$ cat src/rtl/sfp_pkg.sv
package sfp_pkg;

    // Condition that a status output reports about its tracked thread
    typedef enum logic [1:0] {
        FLAG_EMPTY   = 2'd0,
        FLAG_FULL    = 2'd1,
        FLAG_PARTIAL = 2'd2
    } sfp_flag_kind_e;

    localparam int unsigned SFP_THREADS = 4;
    localparam int unsigned SFP_TW      = 2;

endpackage

$ cat src/rtl/sfp_lane_order.sv
module sfp_lane_order #(
    parameter int unsigned DATA_W  = 16,
    parameter bit          REVERSE = 1'b0
) (
    input  logic [DATA_W-1:0] din,
    output logic [DATA_W-1:0] dout
);
    localparam int unsigned NB = DATA_W / 8;

    for (genvar b = 0; b < NB; b++) begin : g_lane
        if (REVERSE) begin : g_rev
            assign dout[b*8 +: 8] = din[(NB-1-b)*8 +: 8];
        end else begin : g_keep
            assign dout[b*8 +: 8] = din[b*8 +: 8];
        end
    end
endmodule

$ cat src/rtl/sfp_thread_mem.sv
module sfp_thread_mem #(
    parameter int unsigned DATA_W = 16,
    parameter int unsigned WORDS  = 32
) (
    input  logic                      clk,
    input  logic                      wr_en,
    input  logic [$clog2(WORDS)-1:0]  wr_addr,
    input  logic [DATA_W-1:0]         wr_data,
    input  logic [$clog2(WORDS)-1:0]  rd_addr,
    output logic [DATA_W-1:0]         rd_data
);
    logic [DATA_W-1:0] mem_q [WORDS];

    always_ff @(posedge clk) begin
        if (wr_en) begin
            mem_q[wr_addr] <= wr_data;
        end
    end

    assign rd_data = mem_q[rd_addr];
endmodule

$ cat src/rtl/sfp_status.sv
module sfp_status
    import sfp_pkg::*;
#(
    parameter int unsigned     DEPTH     = 8,
    parameter int unsigned     WATERMARK = 5,
    parameter sfp_flag_kind_e  KIND      = FLAG_FULL,
    parameter bit              DYNAMIC   = 1'b0,
    parameter int unsigned     THREAD    = 0,
    localparam int unsigned    CW        = $clog2(DEPTH + 1)
) (
    input  logic                                 clk,
    input  logic                                 rst_n,
    input  logic [SFP_THREADS-1:0][CW-1:0]       occ,
    input  logic [SFP_TW-1:0]                    cur_thr,
    output logic                                 flag
);
    logic [SFP_TW-1:0] trk_thr;
    logic [CW-1:0]     trk_occ;
    logic              flag_d, flag_q;

    always_comb begin
        trk_thr = DYNAMIC ? cur_thr : SFP_TW'(THREAD);
        trk_occ = occ[trk_thr];
        case (KIND)
            FLAG_EMPTY:   flag_d = (trk_occ == '0);
            FLAG_FULL:    flag_d = (trk_occ == CW'(DEPTH));
            FLAG_PARTIAL: flag_d = (trk_occ >= CW'(WATERMARK));
            default:      flag_d = 1'b0;
        endcase
    end

    always_ff @(posedge clk or negedge rst_n) begin
        if (!rst_n) flag_q <= 1'b0;
        else        flag_q <= flag_d;
    end

    assign flag = flag_q;

    // a fixed-thread empty indicator can never be set while that thread holds words
    assert_flag_sane_R10: assert property (@(posedge clk) disable iff (!rst_n)
        (KIND == FLAG_EMPTY && !DYNAMIC && flag_q) |-> ($past(occ[THREAD]) == '0));
endmodule

$ cat src/rtl/slave_fifo_port.sv
module slave_fifo_port
    import sfp_pkg::*;
#(
    parameter int unsigned    DATA_W       = 16,
    parameter int unsigned    DEPTH        = 8,
    parameter int unsigned    MAX_PKT      = 6,
    parameter int unsigned    WATERMARK    = 5,
    parameter bit             DYN_ADDR     = 1'b1,
    parameter int unsigned    FIXED_THREAD = 0,
    parameter bit             BIG_ENDIAN   = 1'b0,
    parameter sfp_flag_kind_e FLAGA_KIND   = FLAG_FULL,
    parameter bit             FLAGA_DYN    = 1'b1,
    parameter int unsigned    FLAGA_THREAD = 0,
    parameter sfp_flag_kind_e FLAGB_KIND   = FLAG_PARTIAL,
    parameter bit             FLAGB_DYN    = 1'b0,
    parameter int unsigned    FLAGB_THREAD = 2,
    localparam int unsigned   LW           = $clog2(MAX_PKT + 1)
) (
    input  logic              clk,
    input  logic              rst_n,
    input  logic              cs_n,
    input  logic              rd_n,
    input  logic              oe_n,
    input  logic              wr_n,
    input  logic              pktend_n,
    input  logic [1:0]        addr,
    input  logic [DATA_W-1:0] data_in,
    output logic [DATA_W-1:0] data_out,
    output logic              data_drive,
    output logic              stat_a,
    output logic              stat_b,
    output logic              pkt_valid,
    output logic [1:0]        pkt_thread,
    output logic [LW-1:0]     pkt_len
);
    localparam int unsigned T  = SFP_THREADS;
    localparam int unsigned CW = $clog2(DEPTH + 1);
    localparam int unsigned PW = $clog2(DEPTH);
    localparam int unsigned MW = SFP_TW + PW;

    typedef struct packed {
        logic [T-1:0][CW-1:0] cnt;
        logic [T-1:0][PW-1:0] rp;
        logic [T-1:0][PW-1:0] wp;
        logic [T-1:0][LW-1:0] pend;
        logic [DATA_W-1:0]    dout;
        logic                 pv;
        logic [SFP_TW-1:0]    pthr;
        logic [LW-1:0]        plen;
    } port_state_t;

    port_state_t st_d, st_q;

    // ---------------- front-end decode ----------------
    logic [SFP_TW-1:0] sel;
    logic              wr_ok, rd_ok, pe_hit;
    logic [PW-1:0]     head_ptr;
    logic [DATA_W-1:0] wdata_st, rdata;

    always_comb begin
        sel      = DYN_ADDR ? addr : SFP_TW'(FIXED_THREAD);
        wr_ok    = !cs_n && !wr_n && (st_q.cnt[sel] != CW'(DEPTH));
        rd_ok    = !cs_n && !rd_n && (st_q.cnt[sel] != '0);
        pe_hit   = !cs_n && !pktend_n;
        head_ptr = st_q.rp[sel] + PW'(rd_ok);
    end

    sfp_lane_order #(
        .DATA_W  (DATA_W),
        .REVERSE (BIG_ENDIAN)
    ) u_lane (
        .din  (data_in),
        .dout (wdata_st)
    );

    sfp_thread_mem #(
        .DATA_W (DATA_W),
        .WORDS  (T * DEPTH)
    ) u_mem (
        .clk     (clk),
        .wr_en   (wr_ok),
        .wr_addr ({sel, st_q.wp[sel]}),
        .wr_data (wdata_st),
        .rd_addr ({sel, head_ptr}),
        .rd_data (rdata)
    );

    // ---------------- next state ----------------
    logic [LW-1:0] plen_n;
    logic          commit;

    always_comb begin
        st_d    = st_q;
        st_d.pv = 1'b0;
        plen_n  = st_q.pend[sel] + LW'(wr_ok);
        commit  = pe_hit || (wr_ok && (plen_n == LW'(MAX_PKT)));

        if (wr_ok) st_d.wp[sel] = st_q.wp[sel] + PW'(1);
        if (rd_ok) st_d.rp[sel] = head_ptr;
        st_d.cnt[sel] = st_q.cnt[sel] + CW'(wr_ok) - CW'(rd_ok);

        if (!cs_n) begin
            if (commit) begin
                st_d.pv        = 1'b1;
                st_d.pthr      = sel;
                st_d.plen      = plen_n;
                st_d.pend[sel] = '0;
            end else begin
                st_d.pend[sel] = plen_n;
            end
        end

        // head word seen after this edge; a word written into the head slot bypasses storage
        if (wr_ok && (st_q.wp[sel] == head_ptr)) st_d.dout = wdata_st;
        else                                     st_d.dout = rdata;
    end

    always_ff @(posedge clk or negedge rst_n) begin
        if (!rst_n) st_q <= '0;
        else        st_q <= st_d;
    end

    // ---------------- status outputs ----------------
    sfp_status #(
        .DEPTH (DEPTH), .WATERMARK (WATERMARK), .KIND (FLAGA_KIND),
        .DYNAMIC (FLAGA_DYN), .THREAD (FLAGA_THREAD)
    ) u_stat_a (
        .clk (clk), .rst_n (rst_n), .occ (st_q.cnt), .cur_thr (sel), .flag (stat_a)
    );

    sfp_status #(
        .DEPTH (DEPTH), .WATERMARK (WATERMARK), .KIND (FLAGB_KIND),
        .DYNAMIC (FLAGB_DYN), .THREAD (FLAGB_THREAD)
    ) u_stat_b (
        .clk (clk), .rst_n (rst_n), .occ (st_q.cnt), .cur_thr (sel), .flag (stat_b)
    );

    assign data_out   = st_q.dout;
    assign data_drive = !cs_n && !oe_n;
    assign pkt_valid  = st_q.pv;
    assign pkt_thread = st_q.pthr;
    assign pkt_len    = st_q.plen;

    // ---------------- assertions ----------------
    for (genvar t = 0; t < T; t++) begin : g_chk
        assert_no_overflow_R3: assert property (@(posedge clk) disable iff (!rst_n)
            st_q.cnt[t] <= CW'(DEPTH));
        assert_rdwr_hold_R4: assert property (@(posedge clk) disable iff (!rst_n)
            (!cs_n && !rd_n && !wr_n && sel == SFP_TW'(t) &&
             st_q.cnt[t] != '0 && st_q.cnt[t] != CW'(DEPTH)) |=> $stable(st_q.cnt[t]));
    end

    assert_cs_ignore_R6: assert property (@(posedge clk) disable iff (!rst_n)
        cs_n |=> ($stable(st_q.cnt) && !pkt_valid));

    assert_zero_len_R8: assert property (@(posedge clk) disable iff (!rst_n)
        (pkt_valid && pkt_len == '0) |-> $past(!pktend_n && !cs_n));

    assert_len_limit_R9: assert property (@(posedge clk) disable iff (!rst_n)
        pkt_valid |-> (pkt_len <= LW'(MAX_PKT)));
endmodule

$ cat config.mk
export PLATFORM = sky130hd
export DESIGN_NAME = slave_fifo_port
export DESIGN_NICKNAME = d
export VERILOG_FILES = /design/src/rtl/sfp_pkg.sv /design/src/rtl/sfp_lane_order.sv /design/src/rtl/sfp_thread_mem.sv /design/src/rtl/sfp_status.sv /design/src/rtl/slave_fifo_port.sv
export SDC_FILE = /design/constraint.sdc
export NUM_CORES = 1
export LEC_CHECK = 0
export BUFFER_PORTS_ARGS = -buffer_cell sky130_fd_sc_hd__buf_2
export CAP_MARGIN = 20
export CORE_MARGIN = 2
export CORE_UTILIZATION = 60
export CTS_BUF_LIST = sky130_fd_sc_hd__clkbuf_2 sky130_fd_sc_hd__clkbuf_4 sky130_fd_sc_hd__clkbuf_8
export DETAILED_ROUTE_END_ITERATION = 8
export PLACE_DENSITY = 0.77
export SLEW_MARGIN = 20
export SYNTH_ARGS = -nofsm -noshare
export SYNTH_HDL_FRONTEND = slang
export SYNTH_HIERARCHICAL = 1
export SYNTH_SLANG_ARGS = --single-unit
$ cat constraint.sdc
create_clock -name clk -period 11 [get_ports clk]
set_clock_uncertainty 0.15 [all_clocks]
set_input_delay 2.75 -clock clk [delete_from_list [all_inputs] [get_ports clk]]
set_output_delay 2.75 -clock clk [all_outputs]
set_load 0.01 [all_outputs]
==> flow_metrics.tcl, run 1 <==
set metrics [dict create \
    ctsResizeCount 0 \
    dp_hpwl_mm 30.8 \
    tritoncts "yes" \
    leakage_nw 9.55 \
    grt_pass1_wl_mm 79.1 \
    yosysTopAreaCell "edfxtp_1" \
    p_sw_mw 1.98 \
    drt-initial-drc-count 1263 \
    synth.distinct_cells 51 \
    cts.clk_slew.worst_paths_ns 0.06 \
    hold_class "flip-flop to flip-flop" \
    crit_type "primary input to flip-flop" \
    cp-end-kind "flip-flop" \
    clock_path_buffers 3 \
    drv_cap 0 \
    synth_area_per_cell_um2 16.7 \
    root_buffer "clkbuf_8" \
    io_pins 50 \
    rsz0062_at_grt "false" \
    cts_sinks 588 \
    die_w_um 205 \
    setup.worst_path.start_class "primary input" \
    relSlewSlack_pct 33.4 \
    num_rows 73 \
    fill_cells 2628 \
    final_layout_size_suffix_gt1_share_pct 19.6 \
    syn_area_mm2 0.0241 \
    post_drt_wl_per_cell_um 25.1 \
    mostFrequentLayoutCell "edfxtp_1" \
    hold_viol_final 0 \
    stdcell_count 2119 \
    arrival_ns 7.63 \
    ys_ff_latch 588 \
    hold_buffers 0 \
    area.sequential_mm2 0.0173 \
    synth_flop_cell "edfxtp_1" \
    syn_nets 1487 \
    path_max_fanout 33 \
    detail_route.vias_per_cell 6.13 \
    ir_drop_mv 0.281 \
    dp_slack_ns 3.13 \
    async_flop_share_pct 12.9 \
    post-cts-setup-buffer-count 0 \
    coreArea_mm2 0.0397 \
    setup_violations 0 \
    grt_max_degree 93 \
    required_ns 11.36 \
    htreeDepth 3 \
    powerDensity_mw_per_mm2 242 \
    synth_top_area_share_pct 63.7 \
    postSynthCellCount 1450 \
    gr-usage-all-layers_pct 25.8 \
    synth.area.top_cells "edfxtp_1, mux2i_1, dfrtp_1" \
    worst_slew_pin_slew_ns 0.997 \
    period_needed_ns 7.27 \
    clock.fmax_mhz 138 \
    drc 0 \
    power.internal_mw 4.44 \
    clk_latency_ns 0.63 \
    syn_to_final_growth_pct 9.67 \
    vias 12990 \
    synth_edf_count 512 \
    drv_slew 0 \
    clock_power_share_pct 29.5 \
    die_area_mm2 0.0419 \
    die_h_um 205 \
    p_comb_share_pct 28.9 \
    outcome "complete, no violations" \
    start_util_pct 60.8 \
    final_cell_mix "edfxtp_1, mux2i_1, clkbuf_8, dfrtp_1, nand2_1" \
    antenna_found_initial 0 \
    worst_slack_ns 3.73 \
    yosysWarnings 6 \
    place_inst 1952 \
    grt_overflow 0 \
    tns_ns 0 \
    fin_nets 1556 \
    postRouteAntennaNets 0 \
    utilization_pct 66.7 \
    io_buffers 49 \
    ys_seq_area_share_pct 71.5 \
    numCtsBuffers 90 \
    gp_congestion 0.847 \
    drt_wl_total_mm 53.1 \
    multi_input_area_mm2 0.00597 \
    min_period_over_period_pct 66.1 \
    swShare_pct 30.9 \
    grt_pass1_vias 12756 \
    dr.pass1.iters 5 \
    seq_power_share_pct 41.6 \
]
[cells by family after synthesis]
| kind of cell | after synthesis | synth area share, % |
|---|---|---|
| buffers and inverters | 124 | 3.84 |
| and+or+nand+nor | 220 | 4.42 |
| adders and majority gates | 12 | 0.653 |
| muxes | 314 | 14.0 |
| DFF | 588 | 71.5 |
| xor gates and xnor gates | 12 | 0.466 |
| AOI/OAI and AO/OA | 180 | 5.06 |
[registers in the layout, indices dropped and copies added, names as in the netlist]
register,flops
data_out,16
pkt_len,3
pkt_thread,2
pkt_valid,1
st_q,52
u_mem/mem_q,512
u_stat_a/flag,1
u_stat_b/flag,1
[per-layer routing]
metal	wire length, um	global-route usage [%]	vias up
met2	25700	41.0	598
met5	0	0	-
met1	21400	36.3	6553
met4	1400	9.11	0
li1	-	-	5751
met3	4680	4.74	88
[metrics by stage]
stage                     instance area, um^2  hold slack, ns  power, mW
after floorplan                         24100           0.286       4.25
after global routing                    26500           0.332       6.68
final                                   26500           0.319       6.42
after detailed placement                24500           0.309       4.56
after CTS                               26500           0.323       6.45
after global placement                  24500           0.297       4.52
[layout make-up]
cell class              instances  area share (%)
diodes                          1         0.00945
inverters                      10           0.142
repair buffers                 91            2.23
well taps                     525            2.48
multi-input cells             738            22.6
clock buffers                 137            6.36
flip-flops and latches        588            65.2
clock inverters                29           0.983
[critical path, stage by stage]
cell	delay (ns)
buf_2	0.35
mux4_1	0.36
inv_1	0.06
ha_1	0.20
a311oi_1	0.70
ha_4	0.22
ha_1	0.19
xor2_2	0.44
nor2b_4	0.91
buf_4	0.52
a22oi_1	0.12
nand4_1	0.31
nand3_1	0.15
mux2_2	0.29
[worst paths after layout]
check	start	to	slack, ns	cells after the start
setup / recovery	addr[0]	data_out[0]	3.73	14
hold / removal	st_q[37]	st_q[37]	0.32	1
setup reg to reg	st_q[69]	data_out[0]	5.88	13
hold reg to reg	st_q[37]	st_q[37]	0.32	1
max in group asynchronous	rst_n	st_q[56]	8.14	1
min in group asynchronous	rst_n	pkt_len[0]	1.99	1
[power by group through the flow]
stage	Clock (mW)	Combinational, mW	Sequential [mW]
final	1.90	1.86	2.67
after global routing	2.02	1.98	2.68
after CTS	1.93	1.85	2.67
after detailed placement	0	1.84	2.71
after global placement	0	1.82	2.71
after floorplan	0	1.58	2.67
[Yosys cell counts (2+ instances only)]
cell type    n
nor3_1      19
nand4_1     16
mux2_4      10
or3_1        2
nor2b_1      4
a22oi_1     64
ha_1        11
xnor2_1      4
nand3_1     36
a22o_1      32
a21oi_1     35
dfrtp_1     76
buf_6        7
inv_1       10
xor2_1       7
mux2_2      34
nor2_1      39
nand2_1     74
buf_4       56
nor4_1       2
or3b_2       3
buf_12       5
edfxtp_1   512
or2_2        3
a31oi_1     17
o21ai_0     25
mux4_1       3
mux2i_1    259
nand2b_1     6
clkbuf_1    15
nand3b_1     8
buf_2       22
or2_0        2
mux4_2       8
buf_8        8
Power figures use the tool's default switching activity.
==> run 2: changes to the inputs <==
--- a/config.mk
+++ b/config.mk
@@ -5,6 +5,7 @@
 export SDC_FILE = /design/constraint.sdc
 export NUM_CORES = 1
 export LEC_CHECK = 0
+export ABC_AREA = 1
 export BUFFER_PORTS_ARGS = -buffer_cell sky130_fd_sc_hd__buf_2
 export CAP_MARGIN = 20
 export CORE_MARGIN = 2
==> constraint.sdc (replaced) <==
create_clock -name clk -period 6.85 [get_ports clk]
set_clock_uncertainty 0.15 [all_clocks]
set_input_delay 1.7125 -clock clk [delete_from_list [all_inputs] [get_ports clk]]
set_output_delay 1.7125 -clock clk [all_outputs]
set_load 0.01 [all_outputs]
==> flow_metrics.tcl, run 2 <==
set metrics [dict create \
    dp_hpwl_mm 34.6 \
    num_rows 75 \
    io_pins 50 \
    syn_to_final_growth_pct 8.90 \
    coreArea_mm2 0.0418 \
    hold_class "flip-flop to flip-flop" \
    fill_cells 3034 \
    timing.rr.end "data_out[2]" \
    path_max_fanout 37 \
    postSynthCellCount 2322 \
    p_sw_mw 3.91 \
    drv_cap 0 \
    fin_nets 2393 \
    synth_common_cells "nand2_1, edfxtp_1, nand3_1" \
    cts.clk_slew.worst_paths_ns 0.06 \
    p_comb_share_pct 31.9 \
    async_flop_share_pct 12.9 \
    multi_input_area_mm2 0.00662 \
    setup_violations 0 \
    place_inst 2801 \
    worst_slew_pin_slew_ns 0.905 \
    synth_edf_count 512 \
    clock_path_buffers 3 \
    clk_latency_ns 0.66 \
    drt-initial-drc-count 2459 \
    ys_ff_latch 588 \
    required_ns 7.23 \
    final_layout_size_suffix_gt1_share_pct 11.6 \
    synth.area.top_cells "edfxtp_1, nand2_1, nand3_1" \
    startpoint "addr[1]" \
    arrival_ns 5.78 \
    die_w_um 209 \
    swShare_pct 36.6 \
    yosysWarnings 6 \
    ys_seq_area_share_pct 68.5 \
    outcome "complete, no violations" \
    crit_type "primary input to flip-flop" \
    cp-endpoint "data_out[2]" \
    setup.worst_path.start_class "primary input" \
    synth.distinct_cells 35 \
    synth_area_per_cell_um2 10.9 \
    numCtsBuffers 92 \
    vias 17741 \
    dr.pass1.iters 6 \
    grt_max_degree 169 \
    relSlewSlack_pct 39.6 \
    grt_overflow 0 \
    min_period_over_period_pct 78.7 \
    die_h_um 209 \
    post-cts-setup-buffer-count 0 \
    hold_buffers 0 \
    yosysMostFrequentCell "nand2_1" \
    clock_power_share_pct 28.0 \
    gr-usage-all-layers_pct 28.9 \
    synth_top_area_share_pct 61.0 \
    syn_nets 2359 \
    reg2reg_depth 19 \
    hold_viol_final 0 \
    hold_ws_ns 0.320 \
    tritoncts "yes" \
    tns_ns 0 \
    area.sequential_mm2 0.0173 \
    yosysTopAreaCell "edfxtp_1" \
    period_needed_ns 5.39 \
    htreeDepth 3 \
    ir_drop_mv 0.329 \
    min_from "st_q[51]" \
    gp_congestion 0.886 \
    postRouteAntennaNets 0 \
    leakage_nw 10.9 \
    clock.fmax_mhz 185 \
    rr_startpoint "st_q[60]" \
    largest_reg_flops 512 \
    root_buffer "clkbuf_8" \
    post_drt_wl_per_cell_um 20.9 \
    grt_pass1_wl_mm 96.9 \
    power.internal_mw 6.77 \
    seq_power_share_pct 40.1 \
    start_util_pct 60.4 \
    largest-register "u_mem/mem_q" \
    die_area_mm2 0.0437 \
    ctsResizeCount 0 \
    antenna_found_initial 2 \
    mostFrequentLayoutCell "nand2_1" \
    cts_sinks 588 \
    detail_route.vias_per_cell 5.96 \
    rsz0062_at_grt "false" \
    final_cell_mix "nand2_1, edfxtp_1, nand3_1, clkbuf_8, dfrtp_1" \
    drt_wl_total_mm 62.1 \
    syn_area_mm2 0.0252 \
    stdcell_count 2976 \
    r2r_slack_ns 2.60 \
    powerDensity_mw_per_mm2 389 \
    synth_flop_cell "edfxtp_1" \
    drc 0 \
    grt_pass1_vias 17570 \
    cp-end-kind "flip-flop" \
    io_buffers 49 \
    drv_slew 0 \
]
-- run 2: cell types whose count changed in the layout (fill, tap and decap cells not counted), sizes merged, moves of 17 or more --
cell	before	now
a22o	32	1
a31oi	17	0
a22oi	64	5
inv	12	58
nand3	36	463
nor2	40	64
mux2i	259	0
a21oi	35	10
nor3	19	0
mux2	44	0
nand2	74	895
-- run 2: logic make-up (layout without fill, tap and decap cells) --
group / after synthesis / count (layout) / synth area share [%]
fa+ha+maj: 12 / 12 / 0.625
buf+inv: 220 / 334 / 5.38
flops: 588 / 588 / 68.5
other cells: 0 / 1 / 0
compound gates: 61 / 61 / 1.35
xor+xnor: 4 / 4 / 0.139
simple gates: 1437 / 1437 / 24.0
-- run 2: layer usage --
metal,vias up,GRT usage [%],part of all wire (%)
met4,2,11.8,3.3
met3,169,5.15,10
met2,1058,45.4,46
li1,8022,-,-
met1,8490,40.5,40
met5,-,0,0.021
-- run 2: how the worst min path moves through the flow --
stage | end | slack [ns] | cells past startpoint
6_report | st_q[51] | 0.32 | 2
5_1_grt | st_q[48] | 0.35 | 2
4_1_cts | st_q[51] | 0.33 | 2
3_5_place_dp | st_q[51] | 0.31 | 2
3_3_place_gp | st_q[57] | 0.31 | 2
2_1_floorplan | st_q[57] | 0.29 | 2
-- run 2: power groups by stage --
| stage | Clock, mW | Sequential, mW | Combinational, mW |
|---|---|---|---|
| 2_1_floorplan | 0 | 4.28 | 2.65 |
| 3_3_place_gp | 0 | 4.34 | 3.26 |
| 3_5_place_dp | 0 | 4.34 | 3.33 |
| 4_1_cts | 3.03 | 4.28 | 3.35 |
| 5_1_grt | 3.18 | 4.30 | 3.77 |
| 6_report | 2.99 | 4.28 | 3.41 |
-- run 2: final cells by class --
class	instances	area share, %
Multi-Input combinational cell	1514	24.1
Antenna cell	1	0.00911
Tap cell	539	2.46
Timing Repair Buffer	106	2.88
Sequential cell	588	62.9
Inverter	54	0.765
Clock inverter	43	0.975
Clock buffer	131	5.93
-- run 2: worst max-delay path: stages --
cell and delay, ns:
buf_2 0.31, nor2_4 0.17, inv_2 0.23, o22ai_1 0.10
a221oi_1 0.36, ha_1 0.23, nand3_1 0.08, nand2_1 0.08
clkinv_1 0.24, ha_4 0.27, ha_4 0.36, inv_4 0.46
buf_12 0.28, nand3_1 0.11, nand3_1 0.10, nand2_1 0.06
nand2_1 0.06, nand2_1 0.11, nand2_1 0.18, nand2_1 0.10
nand2_1 0.08, nand2_1 0.07
-- run 2: stage by stage --
step	power, mW	util, %	cell area, um^2	setup slack [ns]
after floorplan	6.93	-	25200	1.90
after global placement	7.60	61.2	25600	1.03
after detailed placement	7.67	61.2	25600	0.884
after CTS	10.7	65.8	27500	1.58
after global routing	11.2	65.8	27500	1.20
final	10.7	65.8	27500	1.46
